$ cat config.mk
export PLATFORM = sky130hd
export DESIGN_NAME = spi_reg_slave
export DESIGN_NICKNAME = d
export VERILOG_FILES = /design/src/rtl/spi_reg_pkg.sv /design/src/rtl/spi_sync.sv /design/src/rtl/spi_front.sv /design/src/rtl/spi_engine.sv /design/src/rtl/spi_pad.sv /design/src/rtl/spi_reg_slave.sv
export SDC_FILE = /design/constraint.sdc
export NUM_CORES = 1
export LEC_CHECK = 0
export BUFFER_PORTS_ARGS = -buffer_cell sky130_fd_sc_hd__buf_4
export CORE_UTILIZATION = 25
export CTS_BUF_LIST = sky130_fd_sc_hd__clkbuf_8
export CTS_CLUSTER_DIAMETER = 80
export DETAILED_ROUTE_END_ITERATION = 10
export GPL_TIMING_DRIVEN = 0
export PLACE_DENSITY_LB_ADDON = 0.3
export SLEW_MARGIN = 20
export SYNTH_ARGS = -nofsm -noshare
export SYNTH_HDL_FRONTEND = slang
export SYNTH_HIERARCHICAL = 1
export SYNTH_SLANG_ARGS = --single-unit
$ cat constraint.sdc
create_clock -name clk_i -period 4.1 [get_ports clk_i]
set_input_delay 0 -clock clk_i [delete_from_list [all_inputs] [get_ports clk_i]]
set_output_delay 0 -clock clk_i [all_outputs]
set_load 0.005 [all_outputs]
$ cat src/rtl/spi_reg_pkg.sv
package spi_reg_pkg;
  localparam int unsigned ADDR_W = 13;
  localparam int unsigned DATA_W = 8;
  localparam int unsigned LEN_W  = 2;

  typedef enum logic {ST_INSTR, ST_DATA} spi_state_e;

  typedef struct packed {
    logic four_wire;
    logic lsb_first;
  } spi_cfg_t;
endpackage

$ cat src/rtl/spi_sync.sv
module spi_sync #(
  parameter int unsigned     W       = 1,
  parameter int unsigned     STAGES  = 2,
  parameter logic [W-1:0]    RST_VAL = '0
) (
  input  logic         clk_i,
  input  logic         rst_ni,
  input  logic [W-1:0] d_i,
  output logic [W-1:0] q_o
);
  logic [STAGES-1:0][W-1:0] stg_q;

  always_ff @(posedge clk_i or negedge rst_ni) begin
    if (!rst_ni) stg_q <= {STAGES{RST_VAL}};
    else         stg_q <= {stg_q[STAGES-2:0], d_i};
  end

  assign q_o = stg_q[STAGES-1];
endmodule

$ cat src/rtl/spi_front.sv
module spi_front #(
  parameter int unsigned SYNC_STAGES = 2
) (
  input  logic clk_i,
  input  logic rst_ni,
  input  logic sclk_i,
  input  logic cs_ni,
  input  logic sdio_i,
  output logic rise_o,
  output logic fall_o,
  output logic cs_hi_o,
  output logic din_o
);
  logic [2:0] pin_s;
  logic       sclk_d_q;

  spi_sync #(.W(3), .STAGES(SYNC_STAGES), .RST_VAL(3'b010)) i_sync (
    .clk_i  (clk_i),
    .rst_ni (rst_ni),
    .d_i    ({sclk_i, cs_ni, sdio_i}),
    .q_o    (pin_s)
  );

  always_ff @(posedge clk_i or negedge rst_ni) begin
    if (!rst_ni) sclk_d_q <= 1'b0;
    else         sclk_d_q <= pin_s[2];
  end

  assign rise_o  = pin_s[2] & ~sclk_d_q;
  assign fall_o  = ~pin_s[2] & sclk_d_q;
  assign cs_hi_o = pin_s[1];
  assign din_o   = pin_s[0];
endmodule

$ cat src/rtl/spi_engine.sv
module spi_engine
  import spi_reg_pkg::*;
#(
  parameter int unsigned ADDR_W = spi_reg_pkg::ADDR_W,
  parameter int unsigned DATA_W = spi_reg_pkg::DATA_W,
  parameter int unsigned LEN_W  = spi_reg_pkg::LEN_W
) (
  input  logic              clk_i,
  input  logic              rst_ni,
  input  logic              rise_i,
  input  logic              fall_i,
  input  logic              cs_hi_i,
  input  logic              din_i,
  output logic              four_wire_o,
  output logic              tx_bit_o,
  output logic              rd_phase_o,
  output logic [ADDR_W-1:0] bus_addr_o,
  output logic [DATA_W-1:0] bus_wdata_o,
  output logic              bus_we_o,
  output logic              bus_re_o,
  input  logic [DATA_W-1:0] bus_rdata_i
);
  localparam int unsigned INSTR_W = 1 + LEN_W + ADDR_W;
  localparam int unsigned ICNT_W  = $clog2(INSTR_W);
  localparam int unsigned BCNT_W  = $clog2(DATA_W);

  spi_state_e          state_q;
  logic [ICNT_W-1:0]   ins_cnt_q;
  logic [INSTR_W-1:0]  ins_sr_q, ins_nxt;
  logic [BCNT_W-1:0]   bit_cnt_q;
  logic [DATA_W-1:0]   rx_sr_q, rx_nxt, tx_sr_q, tx_shift, cfg_byte;
  logic                rw_q;
  logic [LEN_W-1:0]    len_q, done_q;
  logic [ADDR_W-1:0]   addr_q, addr_step, bus_addr_q;
  logic [DATA_W-1:0]   wdata_q;
  logic                we_q, pend_q, pend_cfg_q, ld_q, ld_cfg_q;
  spi_cfg_t            cfg_q, cfg_act_q;
  logic                lsb, idle, mid_byte, stream, last_byte, rd_phase;
  logic [ADDR_W-1:0]   ins_addr;

  assign lsb       = cfg_act_q.lsb_first;
  assign ins_nxt   = lsb ? {din_i, ins_sr_q[INSTR_W-1:1]} : {ins_sr_q[INSTR_W-2:0], din_i};
  assign rx_nxt    = lsb ? {din_i, rx_sr_q[DATA_W-1:1]}   : {rx_sr_q[DATA_W-2:0], din_i};
  assign tx_shift  = lsb ? (tx_sr_q >> 1) : (tx_sr_q << 1);
  assign tx_bit_o  = lsb ? tx_sr_q[0] : tx_sr_q[DATA_W-1];
  assign addr_step = lsb ? addr_q + 1'b1 : addr_q - 1'b1;
  assign ins_addr  = ins_nxt[ADDR_W-1:0];
  assign cfg_byte  = {{(DATA_W-2){1'b0}}, cfg_q};

  assign idle      = (state_q == ST_INSTR) && (ins_cnt_q == '0);
  assign mid_byte  = (state_q == ST_INSTR) ? (ins_cnt_q[BCNT_W-1:0] != '0) : (bit_cnt_q != '0);
  assign stream    = &len_q;
  assign last_byte = !stream && (done_q == len_q);
  assign rd_phase  = (state_q == ST_DATA) && rw_q;

  always_ff @(posedge clk_i or negedge rst_ni) begin
    if (!rst_ni) begin
      state_q    <= ST_INSTR;
      ins_cnt_q  <= '0;
      ins_sr_q   <= '0;
      bit_cnt_q  <= '0;
      rx_sr_q    <= '0;
      tx_sr_q    <= '0;
      rw_q       <= 1'b0;
      len_q      <= '0;
      done_q     <= '0;
      addr_q     <= '0;
      bus_addr_q <= '0;
      wdata_q    <= '0;
      we_q       <= 1'b0;
      pend_q     <= 1'b0;
      pend_cfg_q <= 1'b0;
      ld_q       <= 1'b0;
      ld_cfg_q   <= 1'b0;
      cfg_q      <= '0;
      cfg_act_q  <= '0;
    end else begin
      we_q     <= 1'b0;
      pend_q   <= 1'b0;
      ld_q     <= pend_q;
      ld_cfg_q <= pend_cfg_q;
      // settings change only between transfers
      if (idle) cfg_act_q <= cfg_q;

      if (ld_q)
        tx_sr_q <= ld_cfg_q ? cfg_byte : bus_rdata_i;
      else if (fall_i && !cs_hi_i && rd_phase && bit_cnt_q != '0)
        tx_sr_q <= tx_shift;

      if (cs_hi_i) begin
        if (!idle && (mid_byte || (state_q == ST_DATA && stream))) begin
          state_q   <= ST_INSTR;
          ins_cnt_q <= '0;
          bit_cnt_q <= '0;
        end
      end else if (rise_i) begin
        if (state_q == ST_INSTR) begin
          ins_sr_q <= ins_nxt;
          if (ins_cnt_q == ICNT_W'(INSTR_W-1)) begin
            ins_cnt_q <= '0;
            state_q   <= ST_DATA;
            rw_q      <= ins_nxt[INSTR_W-1];
            len_q     <= ins_nxt[INSTR_W-2 -: LEN_W];
            addr_q    <= ins_addr;
            bit_cnt_q <= '0;
            done_q    <= '0;
            if (ins_nxt[INSTR_W-1]) begin
              pend_q     <= 1'b1;
              pend_cfg_q <= (ins_addr == '0);
              bus_addr_q <= ins_addr;
            end
          end else begin
            ins_cnt_q <= ins_cnt_q + 1'b1;
          end
        end else begin
          rx_sr_q   <= rx_nxt;
          bit_cnt_q <= bit_cnt_q + 1'b1;
          if (bit_cnt_q == BCNT_W'(DATA_W-1)) begin
            if (!rw_q) begin
              bus_addr_q <= addr_q;
              wdata_q    <= rx_nxt;
              if (addr_q == '0) cfg_q <= spi_cfg_t'(rx_nxt[1:0]);
              else              we_q  <= 1'b1;
            end
            if (last_byte) begin
              state_q <= ST_INSTR;
            end else begin
              addr_q <= addr_step;
              done_q <= done_q + 1'b1;
              if (rw_q) begin
                pend_q     <= 1'b1;
                pend_cfg_q <= (addr_step == '0);
                bus_addr_q <= addr_step;
              end
            end
          end
        end
      end
    end
  end

  assign four_wire_o = cfg_act_q.four_wire;
  assign rd_phase_o  = rd_phase;
  assign bus_addr_o  = bus_addr_q;
  assign bus_wdata_o = wdata_q;
  assign bus_we_o    = we_q;
  assign bus_re_o    = pend_q & ~pend_cfg_q;
endmodule

$ cat src/rtl/spi_pad.sv
module spi_pad (
  input  logic cs_ni,
  input  logic rd_phase_i,
  input  logic four_wire_i,
  input  logic tx_bit_i,
  output logic sdio_o,
  output logic sdio_oe_o,
  output logic sdo_o,
  output logic sdo_oe_o
);
  logic drive;

  assign drive     = ~cs_ni & rd_phase_i;
  assign sdio_oe_o = drive & ~four_wire_i;
  assign sdo_oe_o  = drive & four_wire_i;
  assign sdio_o    = tx_bit_i;
  assign sdo_o     = tx_bit_i;
endmodule

$ cat src/rtl/spi_reg_slave.sv
module spi_reg_slave #(
  parameter int unsigned ADDR_W      = spi_reg_pkg::ADDR_W,
  parameter int unsigned DATA_W      = spi_reg_pkg::DATA_W,
  parameter int unsigned LEN_W       = spi_reg_pkg::LEN_W,
  parameter int unsigned SYNC_STAGES = 2
) (
  input  logic              clk_i,
  input  logic              rst_ni,
  input  logic              sclk_i,
  input  logic              cs_ni,
  input  logic              sdio_i,
  output logic              sdio_o,
  output logic              sdio_oe_o,
  output logic              sdo_o,
  output logic              sdo_oe_o,
  output logic [ADDR_W-1:0] reg_addr_o,
  output logic [DATA_W-1:0] reg_wdata_o,
  output logic              reg_we_o,
  output logic              reg_re_o,
  input  logic [DATA_W-1:0] reg_rdata_i
);
  logic rise, fall, cs_hi, din;
  logic four_wire, tx_bit, rd_phase;

  spi_front #(.SYNC_STAGES(SYNC_STAGES)) i_front (
    .clk_i   (clk_i),
    .rst_ni  (rst_ni),
    .sclk_i  (sclk_i),
    .cs_ni   (cs_ni),
    .sdio_i  (sdio_i),
    .rise_o  (rise),
    .fall_o  (fall),
    .cs_hi_o (cs_hi),
    .din_o   (din)
  );

  spi_engine #(.ADDR_W(ADDR_W), .DATA_W(DATA_W), .LEN_W(LEN_W)) i_engine (
    .clk_i       (clk_i),
    .rst_ni      (rst_ni),
    .rise_i      (rise),
    .fall_i      (fall),
    .cs_hi_i     (cs_hi),
    .din_i       (din),
    .four_wire_o (four_wire),
    .tx_bit_o    (tx_bit),
    .rd_phase_o  (rd_phase),
    .bus_addr_o  (reg_addr_o),
    .bus_wdata_o (reg_wdata_o),
    .bus_we_o    (reg_we_o),
    .bus_re_o    (reg_re_o),
    .bus_rdata_i (reg_rdata_i)
  );

  spi_pad i_pad (
    .cs_ni       (cs_ni),
    .rd_phase_i  (rd_phase),
    .four_wire_i (four_wire),
    .tx_bit_i    (tx_bit),
    .sdio_o      (sdio_o),
    .sdio_oe_o   (sdio_oe_o),
    .sdo_o       (sdo_o),
    .sdo_oe_o    (sdo_oe_o)
  );
endmodule

==> run summary <==
status = complete, no violations
Yosys Warn Count = 6
ordered list of cells on the worst path = buf_2, inv_1, fa_1, a21o_1, a31o_1, a21oi_2, o31ai_2, xnor2_1, or4b_1, o31ai_2
post-synth top area share = 0.449
DR DRC count = 0
clock power share = 0.324
CTS sink count = 95
aggregate global-route resource usage = 0.134
commonest cells after routing, fill and taps aside = dfrtp_1 (93), nand2_1 (59), nor2_1 (59)
post-synthesis instance total = 554
Clock Pin Slew Worst Setup and Hold Paths = 0.11 ns
vias in the first global route = 4021
antenna violations before repair = 0
required time of the worst setup path = 4.40 ns
Starting Density = 0.256
Post-Syn Area = 0.00519 mm2
Reg power frac = 0.548
global placer's final weighted congestion = 0.837
core area = 0.0203 mm2
commonest non-fill, non-tap cell in the layout = dfrtp_1
number of synthesized flops with an enable pin = 0
Leakage = 2.68 nW
register area share after synthesis = 0.459
Clock Path Buffers = 2
Crit path top cell by count = o31ai_2
fin crit period = 3.48 ns
Vias = 4296
drt first pass iters = 5
root buffer cell = clkbuf_8
worst min-delay path class = input port to flop
# setup viols final = 0
Int Power = 1.31 mW
area occupied by multi-input gates = 0.00256 mm2
synth unique cells = 62
Die H = 146 um
Synth area leader = dfrtp_1
# hold bufs at CTS = 10
endpoint class of the critical path = flop
Setup Skew = 0.0171 ns
CTS tree = built
Reg area = 0.00238 mm2
critical path type = flop to flop
worst-path maximum fanout = 14
P&R area growth vs syn = 17.8%
unrepaired setup endpoints after global routing = false
standard-cell rows = 52
Comb pwr share = 0.128
slowest CP cell = or4b_1
upper clock frequency limit = 0.287 GHz
flops & latches, synth = 95
Cell Pwr Density = 312 mW/mm2
Tightest Pin Transition = 0.902 ns
max incr delay on CP = 0.55 ns
slew margin rel. = 0.390
fin crit share = 0.850
top_reg_cell synth = dfrtp_1
Overflow after GRT = 0
final net count = 645
post-cts sizing count = 0
num ports = 40
P_sw = 0.593 mW
post-route ant nets = 0
switch share = 0.311
initial DRC count = 339
first-pass GRT wire length = 22600 um
Slew Limit Fails = 0
VDD IR-drop max = 0.160 mV
setup TNS = 0 ns
Post-CTS Setup Bufs = 0
Die Area = 0.0213 mm2
Post-Route WL = 13800 um
post-synth net total = 585
top post-synthesis cells by area = dfrtp_1 (45%), mux2i_1 (5.8%), a21oi_1 (4.8%)
# H-tree levels = 3
TritonCTS Buffers = 9
Fillers = 2191
Async S/R FF share, synth = 1.00
buffers added on ports = 39
DP HPWL = 9910 um
layout cell share with drive strength beyond 1 = 0.142
wire per inst = 15.5 um
final hold slack = 0.0285 ns
# diodes = 0
Max-Cap Viols = 0
Die Width = 146 um
Crit path arrival time = 3.79 ns
average size of a mapped cell = 9.36 um2
Setup crit start kind = flop
Clk Latency, worst-skew pair = 0.39 ns
Fin. Hold Viols = 0
pin count of the biggest net entering global routing = 96
vias per cell = 4.83
## cell type report
| cell class | count | area share |
|---|---|---|
| clock buffer | 9 | 0.0203 |
| clock inverter | 7 | 0.0108 |
| timing repair buffer | 49 | 0.0649 |
| inverter | 23 | 0.0141 |
| buffer | 35 | 0.0264 |
| tap | 270 | 0.0553 |
| sequential | 95 | 0.389 |
| multi-input combinational | 401 | 0.419 |
## metrics by stage
step / instance area, um2 / total power, mW / setup WS, ns / utilization / std cells
finish: 6110 / 1.91 / 0.616 / 0.301 / 889
global route: 6110 / 2.01 / 0.453 / 0.301 / 889
floorplan: 5190 / 1.19 / 1.20 / - / 554
CTS: 6110 / 1.93 / 0.628 / 0.301 / 889
global placement: 5820 / 1.30 / 0.659 / 0.287 / 863
detailed placement: 5820 / 1.30 / 0.669 / 0.287 / 863
## power by group through the flow
stage               logic, mW  clock network (mW)  registers (mW)
floorplan               0.149                   0            1.04
global placement        0.237                   0            1.06
detailed placement      0.237                   0            1.06
CTS                     0.245               0.644            1.04
global route            0.278               0.677            1.05
finish                  0.244               0.618            1.04
## sequential cells by signal, summed over array words and instances (netlist names), 2 cells and up
register and flops:
i_engine/ins_sr_q 16, i_engine/done_q 2, i_engine/bit_cnt_q 3, i_engine/addr_q 13
i_engine/bus_addr_o 13, i_front/i_sync/q_o 3, i_engine/tx_sr_q 8, i_engine/bus_wdata_o 8
i_engine/rx_sr_q 8, i_engine/ins_cnt_q 4, i_front/i_sync/stg_q 3, i_engine/cfg_byte 2
i_engine/len_q 2
## final timing paths
path                                          from                       to  slack, ns  depth (start not counted)
max                                   i_engine/lsb      i_engine/pend_cfg_q       0.62                         10
min                                 reg_rdata_i[1]      i_engine/tx_sr_q[1]       0.03                          4
max reg2reg                           i_engine/lsb      i_engine/pend_cfg_q       0.62                         10
min reg2reg                i_front/i_sync/stg_q[2]    i_front/i_sync/q_o[2]       0.36                          0
max in group asynchronous                   rst_ni        i_engine/ld_cfg_q       3.23                          2
min in group asynchronous                   rst_ni  i_front/i_sync/stg_q[2]       0.27                          2
## layer usage
metal | vias to the layer above | global-route usage | routed length [um]
met2 | 130 | 0.183 | 5710
met3 | 15 | 0.0263 | 690
met4 | 0 | 0.0380 | 185
li1 | 2084 | - | -
met5 | - | 0 | 0
met1 | 2067 | 0.209 | 7210
## cell usage after synthesis (3+ instances only)
| cell type | instances |
|---|---|
| a211oi_1 | 6 |
| a21o_1 | 13 |
| a21oi_1 | 50 |
| a221oi_1 | 6 |
| a22o_1 | 7 |
| a31oi_1 | 7 |
| and2_1 | 9 |
| and3_1 | 3 |
| buf_2 | 8 |
| buf_4 | 5 |
| clkbuf_1 | 19 |
| dfrtp_1 | 93 |
| ha_1 | 17 |
| inv_1 | 23 |
| mux2_2 | 6 |
| mux2i_1 | 30 |
| nand2_1 | 59 |
| nand2b_1 | 3 |
| nand3_1 | 5 |
| nand4_1 | 6 |
| nor2_1 | 59 |
| nor2b_1 | 7 |
| nor3_1 | 3 |
| nor4_1 | 3 |
| nor4b_1 | 3 |
| o21ai_0 | 34 |
| o21ai_1 | 8 |
| o221ai_1 | 7 |
| o22ai_1 | 3 |
| o31ai_1 | 3 |
| xnor2_1 | 6 |
| xor2_1 | 5 |
## cells by family after synthesis
kind of cell    synth area share
simple gates               0.160
compound gates             0.199
flops                      0.459
buf+inv                   0.0478
mux                       0.0709
fa+ha+maj                 0.0449
xor+xnor                  0.0186
## worst max-delay path: cells and delay by family, from the launching register on
kind            cells  cell delay, ns
compound gates      5            1.02
simple gates        1            0.55
buf+inv             2            0.63
xor+xnor            1            0.19
fa+ha+maj           1            0.53
flops               1            0.47
(Power assumes the default switching activity.)
